$ cat src/rtl/div_pkg.sv
package div_pkg;

    typedef enum logic [1:0] {
        ST_IDLE = 2'd0,
        ST_RUN  = 2'd1,
        ST_FIX  = 2'd2
    } div_state_e;

    // per-request control carried alongside the datapath
    typedef struct packed {
        logic sgn;        // signed request
        logic neg_dvd;    // dividend was negative
        logic neg_dvs;    // divisor was negative
        logic early_flt;  // fault known before the loop
    } div_ctl_t;

endpackage

$ cat src/rtl/div_prep.sv
module div_prep
    import div_pkg::*;
#(
    parameter int N = 16
) (
    input  logic         sgn,
    input  logic [N-1:0] hi,
    input  logic [N-1:0] lo,
    input  logic [N-1:0] dv,
    output logic [N-1:0] m_hi,
    output logic [N-1:0] m_lo,
    output logic [N-1:0] m_dv,
    output div_ctl_t     ctl
);
    localparam int W = 2 * N;

    logic [W-1:0] whole;
    logic [W-1:0] wmag;

    always_comb begin
        whole           = {hi, lo};
        ctl.sgn         = sgn;
        ctl.neg_dvd     = sgn & hi[N-1];
        ctl.neg_dvs     = sgn & dv[N-1];
        wmag            = ctl.neg_dvd ? (W'(0) - whole) : whole;
        m_dv            = ctl.neg_dvs ? (N'(0) - dv) : dv;
        m_hi            = wmag[W-1:N];
        m_lo            = wmag[N-1:0];
        // zero divisor, or the quotient cannot fit in N bits
        ctl.early_flt   = (dv == '0) || (m_hi >= m_dv);
    end
endmodule

$ cat src/rtl/div_step.sv
module div_step #(
    parameter int N = 16
) (
    input  logic [N-1:0] part,
    input  logic [N-1:0] low,
    input  logic [N-1:0] den,
    output logic [N-1:0] part_nx,
    output logic [N-1:0] low_nx
);
    logic         top;
    logic [N-1:0] sh;
    logic         take;

    always_comb begin
        top     = part[N-1];
        sh      = {part[N-2:0], low[N-1]};
        take    = top || (sh >= den);
        part_nx = take ? (sh - den) : sh;
        low_nx  = {low[N-2:0], take};
    end
endmodule

$ cat src/rtl/div_fix.sv
module div_fix
    import div_pkg::*;
#(
    parameter int N = 16
) (
    input  logic [N-1:0] qmag,
    input  logic [N-1:0] rmag,
    input  div_ctl_t     ctl,
    output logic [N-1:0] q_out,
    output logic [N-1:0] r_out,
    output logic         range_flt
);
    localparam logic [N-1:0] HALF = {1'b1, {(N-1){1'b0}}};

    logic neg_q;

    always_comb begin
        neg_q = ctl.neg_dvd ^ ctl.neg_dvs;
        if (!ctl.sgn) begin
            q_out     = qmag;
            r_out     = rmag;
            range_flt = 1'b0;
        end else begin
            // negative side may reach HALF, positive side must stay below
            range_flt = neg_q ? (qmag > HALF) : (qmag >= HALF);
            q_out     = neg_q ? (N'(0) - qmag) : qmag;
            r_out     = ctl.neg_dvd ? (N'(0) - rmag) : rmag;
        end
    end
endmodule

$ cat src/rtl/idiv_unit.sv
module idiv_unit
    import div_pkg::*;
#(
    parameter int N = 16
) (
    input  logic           clk,
    input  logic           rst,
    input  logic           start,
    input  logic           signed_mode,
    input  logic [N-1:0]   dvd_hi,
    input  logic [N-1:0]   dvd_lo,
    input  logic [N-1:0]   dvsr,
    output logic           busy,
    output logic           done,
    output logic           fault,
    output logic [N-1:0]   quot,
    output logic [N-1:0]   rem,
    output logic [2*N-1:0] packed_res
);
    localparam int CW = $clog2(N) + 1;
    localparam logic [CW-1:0] LAST = CW'(N - 1);

    div_state_e   st;
    logic [CW-1:0] cnt;
    logic [N-1:0] part_q, low_q, den_q;
    div_ctl_t     ctl_q;

    logic [N-1:0] m_hi, m_lo, m_dv;
    div_ctl_t     ctl_in;
    logic [N-1:0] part_nx, low_nx;
    logic [N-1:0] fq, fr;
    logic         range_flt;

    div_prep #(.N(N)) u_prep (
        .sgn (signed_mode), .hi (dvd_hi), .lo (dvd_lo), .dv (dvsr),
        .m_hi(m_hi), .m_lo(m_lo), .m_dv(m_dv), .ctl(ctl_in)
    );

    div_step #(.N(N)) u_step (
        .part(part_q), .low(low_q), .den(den_q),
        .part_nx(part_nx), .low_nx(low_nx)
    );

    div_fix #(.N(N)) u_fix (
        .qmag(low_q), .rmag(part_q), .ctl(ctl_q),
        .q_out(fq), .r_out(fr), .range_flt(range_flt)
    );

    always_ff @(posedge clk) begin
        if (rst) begin
            st     <= ST_IDLE;
            cnt    <= '0;
            part_q <= '0;
            low_q  <= '0;
            den_q  <= '0;
            ctl_q  <= '0;
            done   <= 1'b0;
            fault  <= 1'b0;
            quot   <= '0;
            rem    <= '0;
        end else begin
            done <= 1'b0;
            unique case (st)
                ST_IDLE: begin
                    if (start) begin
                        part_q <= m_hi;
                        low_q  <= m_lo;
                        den_q  <= m_dv;
                        ctl_q  <= ctl_in;
                        cnt    <= '0;
                        st     <= ctl_in.early_flt ? ST_FIX : ST_RUN;
                    end
                end
                ST_RUN: begin
                    part_q <= part_nx;
                    low_q  <= low_nx;
                    cnt    <= cnt + 1'b1;
                    if (cnt == LAST) st <= ST_FIX;
                end
                ST_FIX: begin
                    st   <= ST_IDLE;
                    done <= 1'b1;
                    if (ctl_q.early_flt || range_flt) begin
                        fault <= 1'b1;
                        quot  <= '0;
                        rem   <= '0;
                    end else begin
                        fault <= 1'b0;
                        quot  <= fq;
                        rem   <= fr;
                    end
                end
                default: st <= ST_IDLE;
            endcase
        end
    end

    assign busy       = (st != ST_IDLE);
    assign packed_res = {rem, quot};

    // handshake shape
    p_done_not_busy_r2: assert property (@(posedge clk) disable iff (rst)
        done |-> !busy);
    p_done_single_r2: assert property (@(posedge clk) disable iff (rst)
        done |=> !done);
    p_accept_busy_r2: assert property (@(posedge clk) disable iff (rst)
        (start && !busy) |=> busy);

    // zero divisor faults one edge after acceptance
    p_zero_div_r3: assert property (@(posedge clk) disable iff (rst)
        (start && !busy && dvsr == '0) |=> ##1 (done && fault));

    // oversize upper half faults early
    p_early_ovf_r4: assert property (@(posedge clk) disable iff (rst)
        (start && !busy && ctl_in.early_flt) |=> ##1 (done && fault));

    // unsigned remainder smaller than divisor
    p_urem_small_r5: assert property (@(posedge clk) disable iff (rst)
        (done && !fault && !ctl_q.sgn) |-> (rem < den_q));

    // signed remainder follows dividend sign
    p_srem_sign_r6: assert property (@(posedge clk) disable iff (rst)
        (done && !fault && ctl_q.sgn && rem != '0) |-> (rem[N-1] == ctl_q.neg_dvd));

    // signed quotient sign consistent with operand signs
    p_squot_sign_r7: assert property (@(posedge clk) disable iff (rst)
        (done && !fault && ctl_q.sgn && quot != '0)
            |-> (quot[N-1] == (ctl_q.neg_dvd ^ ctl_q.neg_dvs)));

    // captured divisor untouched while a request runs
    p_start_ignored_r8: assert property (@(posedge clk) disable iff (rst)
        (busy && st != ST_FIX) |=> $stable(den_q));

    // a fault leaves zero results
    p_fault_zero_r10: assert property (@(posedge clk) disable iff (rst)
        fault |-> (quot == '0 && rem == '0));
endmodule

$ cat config.mk
export PLATFORM = sky130hd
export DESIGN_NAME = idiv_unit
export DESIGN_NICKNAME = d
export VERILOG_FILES = /design/src/rtl/div_pkg.sv /design/src/rtl/div_prep.sv /design/src/rtl/div_step.sv /design/src/rtl/div_fix.sv /design/src/rtl/idiv_unit.sv
export SDC_FILE = /design/constraint.sdc
export NUM_CORES = 1
export LEC_CHECK = 0
export BUFFER_PORTS_ARGS = -buffer_cell sky130_fd_sc_hd__buf_2
export CORE_MARGIN = 5
export CORE_UTILIZATION = 50
export CTS_BUF_LIST = sky130_fd_sc_hd__clkbuf_4
export DETAILED_ROUTE_END_ITERATION = 7
export MAX_ROUTING_LAYER = met4
export PLACE_DENSITY = 0.75
export SLEW_MARGIN = 20
export SYNTH_ARGS = -nofsm -noshare
export SYNTH_HDL_FRONTEND = slang
export SYNTH_SLANG_ARGS = --single-unit
$ cat constraint.sdc
create_clock -name clk -period 3.5 [get_ports clk]
set_input_delay 0.35 -clock clk [delete_from_list [all_inputs] [get_ports clk]]
set_output_delay 0.35 -clock clk [all_outputs]
set_load 0.1 [all_outputs]
[Yosys cells after proc, flatten, opt, wreduce, memory -nomap -nowiden]
Cells that the tools add are included.
Word-level totals
  register bits after elaboration: 93
  output and inout port bits: 67
  word-level logic and storage cells: 64
Cells by class
  add/subtract/negate cells: 6
  $lt $le $gt $ge: 4
  equal/unequal tests: 5
  multiplexer cells: 23
  bitwise logic cells: 3
  reduce and logical (&&, ||, !) cells: 10
Operator list (count)
  $mux W16: 10
  $pmux W16 S2: 2
  $sub A1 B16 Y16 const A: 3
  $ge A16 B16 Y1: 2
  $mux W32: 1
  $sub A1 B32 Y32 const A: 1
  $ge A16 B16 Y1 const B: 1
  $gt A16 B16 Y1 const B: 1
  $logic_not A16 Y1: 1
  $sub A16 B16 Y16: 1
  $pmux W5 S2: 1
  $mux W2: 3
  $reduce_and A2 Y1: 3
  $add A5 B1 Y5 const B: 1
  $eq A5 B4 Y1 const B: 1
  $mux W5: 1
  $mux W1: 4
  $ne A2 B2 Y1 const B: 2
  $pmux W2 S2: 1
  $reduce_bool A2 Y1: 2
  $logic_or A1 B1 Y1: 3
  $and A1 B1 Y1: 2
  $eq A2 B1 Y1 const B: 1
  $eq A2 B2 Y1 const B: 1
  2 further kinds: 2

[Depth between registers and ports, before layout]
  depth in word-level cells: 7
  gate-level depth with buffers: 14
  mapped depth without buffers: 14

[Hierarchy]
A second synthesis with hierarchy kept.
Unflattened totals
  cells, all modules: 941
  area, all modules: 7587.3 sq um
By module, submodules not included
  idiv_unit: instances 1, cells each 451, area an instance 3972.6 sq um, sequential area each 1861.8 sq um
  div_prep: instances 1, cells each 226, area an instance 1601.5 sq um, sequential area each 0.0 sq um
  div_step: instances 1, cells each 159, area an instance 1317.5 sq um, sequential area each 0.0 sq um
  div_fix: instances 1, cells each 105, area an instance 695.7 sq um, sequential area each 0.0 sq um

[Least setup slack after synthesis]
No wires, ideal clock.
  path type: input to register
  from: input dvsr[0]
  to: register ctl_q[0] (netlist name)
  arrival: 2.968 ns
  required time: 3.366 ns
  setup slack: 0.398 ns
  cell stages on the path: 12
  path through: or3_1 > or4_1 > o41ai_1 > xor2_1 > ha_1 > a21oi_1 > nor2_1 > a211o_1 > a21oi_1 > o211ai_1 > a41oi_1 > a211oi_1
Between the ends
  longest elaborated chain between the ends: 4
Ends and longest elaborated chain
  from (decl): RTL line idiv_unit.sv:12  | input logic [N-1:0] dvsr,
  $sub A1 B16 Y16: RTL line div_prep.sv:26  | m_dv = ctl.neg_dvs ? (N'(0) - dv) : dv;
  $mux W16: RTL line div_prep.sv:26
  $ge A16 B16 Y1: RTL line div_prep.sv:30  | ctl.early_flt = (dv == '0) || (m_hi >= m_dv);
  $logic_or A1 B1 Y1 (*): RTL line div_prep.sv:30
  to (signal assigned): RTL line idiv_unit.sv:69  | ctl_q <= ctl_in;
  to (decl): RTL line idiv_unit.sv:26  | div_ctl_t ctl_q;
Mark *: on every way between the ends. The rest lies on a longest branch, timed or not.
A chain may end at the register's enable or synchronous reset.

[Worst setup path in the final report]
  from: input dvd_lo[4]
  to: register ctl_q[0] (netlist name)
Between the ends
  longest elaborated chain between the ends: 4
Ends and longest elaborated chain
  from (decl): RTL line idiv_unit.sv:11  | input logic [N-1:0] dvd_lo,
  $sub A1 B32 Y32: RTL line div_prep.sv:25  | wmag = ctl.neg_dvd ? (W'(0) - whole) : whole;
  $mux W32: RTL line div_prep.sv:25
  $ge A16 B16 Y1: RTL line div_prep.sv:30
  $logic_or A1 B1 Y1: RTL line div_prep.sv:30
Every way passes these cells.

==> flow_metrics.tcl <==
set metrics [dict create \
    synth.ff_latch_count 93 \
    drv_cap 0 \
    hold_viol 0 \
    cts.sinks 93 \
    yosysWarnings 0 \
    worstMarginPinSlew_ps 667 \
    synthTopCellsByArea "dfxtp_1 28%, ha_1 7.1%, nor2_1 6.1%" \
    fin_tns_setup_ps 0 \
    core_mm2 0.0132 \
    stdcell_area_mm2 0.00755 \
    drt_iter0_drc 577 \
    fin_skew_ps 16.6 \
    arrival_ps 3330 \
    die-area_mm2 0.0159 \
    seq_area_frac_synth 0.277 \
    min_path_type "in2reg" \
    chipWidth_um 126 \
    vdd_drop_max_v 0.000239 \
    dpl-instance-area_mm2 0.00735 \
    clock_latency_ps 450 \
    rsz0062_at_grt "false" \
    maxSlewHeadroom 0.555 \
    die_h_um 126 \
    finalMaxSlewViolations 0 \
    synth_top_area_share 0.277 \
    synth_ff_type "dfxtp_1" \
    final_nets 1023 \
    crit_slowest_cell "or4_4" \
    fill_cells 1257 \
    cts-root-buf "clkbuf_4" \
    syn-cell-area_mm2 0.00672 \
    path_buf_inv 1 \
    period_share 0.860 \
    required_ps 3820 \
    clk_pin_slew_ps 140 \
    p_per_area_mw_per_mm2 649 \
    critical_path.most_common_cell "a41oi_1" \
    ant_nets 0 \
    antenna_found_initial 0 \
    routed_wl_um 18100 \
    grt_pass1_wl_um 29200 \
    yosysTopAreaCell "dfxtp_1" \
    grt_overflow 0 \
    postCtsSetupBuffers 0 \
    grt_max_degree 35 \
    setup_viol 0 \
    synthArstFlopShare 0 \
    synth_commonest_cells "109 x nor2_1, 93 x dfxtp_1, 67 x a21oi_1" \
    finalCriticalPeriod_ps 3010 \
    worst_path_largest_cell_delay_ps 460 \
    drive_above_1_share 0.192 \
    routed_via_density 5.81 \
    port_buffers 118 \
    dp.final_hpwl_um 14200 \
    crit_fanout 4 \
    clock.fmax_mhz 332 \
    p_leak_nw 3.31 \
    critPathKind "in2reg" \
    grtUsageTotal 0.226 \
    synth-edff-count 0 \
    critPathLaunchType "input port" \
    synth.distinct_cells 76 \
    vias 6477 \
    drc 0 \
    grt_pass1_vias 5764 \
    gp_congestion 0.990 \
    cp-end-kind "flip-flop" \
    num_rows 42 \
    avgRoutedWirePerCell_um 16.2 \
    postSynthAreaPerCell_um2 7.91 \
    syn2layout_area_growth_pct 12.4 \
    ctsHoldBuffers 0 \
    critPathTopFamily "simple AND/OR/NAND/NOR gates" \
    syn_nets 941 \
    cts_buffers 9 \
    first_pass_iters 5 \
    crit_chain "buf_2 > or3_4 > or4_4 > nor4b_2 > a41oi_1 > xor2_1 > ha_1 > nand2_1 > nor3_1 > a221oi_1 > o211ai_1 > a41oi_1 > a211oi_1" \
    start_util 0.509 \
    io_pins 119 \
    cts_resized 0 \
    synthCells 850 \
    cts_tree "built" \
    h-tree-depth 3 \
    synth_most_common_cell "nor2_1" \
    status "finished, final reports clean" \
    clock_path_buffers 2 \
]
where the power goes:
group | switching, mW | internal, mW | leakage (nW)
registers | 0.232 | 1.22 | 0.761
logic | 1.65 | 1.00 | 2.44
clock network | 0.359 | 0.431 | 0.106
logic make-up (layout without fill, tap and decap cells):
logic type               Yosys count  count (layout)  share of synthesized area
AND/OR/NAND/NOR                  271             271                      0.194
AO/OA/AOI/OAI                    258             258                      0.267
buffers and inverters            106             193                     0.0786
flip-flops                        93              93                      0.277
XOR/XNOR                          77              77                      0.101
adder cells (fa/ha/maj)           39              39                     0.0737
multiplexers                       6               6                    0.00894
other                              0               1                          0
flip-flops by register name, indices dropped and copies added (netlist names):
signal,flops
st,2
ctl_q,4
cnt,5
done,1
rem,16
part_q,16
quot,16
den_q,16
fault,1
low_q,16
worst reg2reg max path, cell delays in order, from the launching register on:
cell and delay, ps:
dfxtp_1 460, inv_1 100, ha_1 240, fa_1 400, nor2b_1 220, o31a_1 240, o41ai_2 130, a21bo_2 310
nand2_2 280, a31oi_1 160, a2111oi_1 380
layer usage:
metal | part of all wire | track usage | vias to the layer above | routed length [µm]
met5 | 0 | - | - | 0
met2 | 0.43 | 0.328 | 229 | 7800
met1 | 0.48 | 0.333 | 3007 | 8720
met3 | 0.069 | 0.0199 | 23 | 1260
met4 | 0.016 | 0.0669 | 0 | 287
li1 | - | - | 3218 | -
per-stage QoR:
stage,utilization,power (mW),setup WS (ps),cells,hold slack [ps]
6_report,0.573,4.90,491,1114,191
5_1_grt,0.572,5.23,264,1113,188
4_1_cts,0.572,4.87,518,1113,176
3_5_place_dp,0.557,4.08,29.6,1097,458
3_3_place_gp,0.557,4.05,104,1097,446
2_1_floorplan,-,3.46,398,850,436
cells in the final DEF (no fill, tap or decap), types with 4 or more instances in the layout:
master	instances
a22oi_1	53
nand4_1	6
o41ai_1	7
nor2_1	108
or4_1	4
inv_1	32
xor2_1	39
and2_1	6
o21a_1	7
mux2i_1	6
a31oi_1	6
nand2_1	54
nand2b_1	11
a21o_1	10
bufinv_16	4
o21ai_0	29
or2_2	4
and3_1	7
nor2b_1	6
ha_1	38
nor4_1	11
a211oi_1	18
a21oi_1	67
buf_4	27
or3_1	7
xnor2_1	37
nor3_1	20
clkbuf_4	9
buf_2	118
dfxtp_1	93
o31ai_1	16
nand3_1	10
worst paths after layout:
path / from / cells after the start / slack (ps) / end
setup / recovery: dvd_lo[4] / 13 / 490 / ctl_q[0]
setup reg to reg: low_q[15] / 10 / 500 / part_q[10]
hold reg to reg: den_q[15] / 2 / 480 / den_q[15]
hold / removal: signed_mode / 3 / 190 / ctl_q[3]
final cells by class:
type,instances,area (µm²),share of cell area
Timing Repair Buffer,145,793,0.105
Clock inverter,7,136,0.0181
Inverter,32,120,0.0159
Antenna cell,1,2.50,0.000331
Clock buffer,9,67.6,0.00894
Multi-Input combinational cell,651,4350,0.576
Sequential cell,93,1860,0.246
Tap cell,176,220,0.0292
Power figures use the tool's default switching activity.
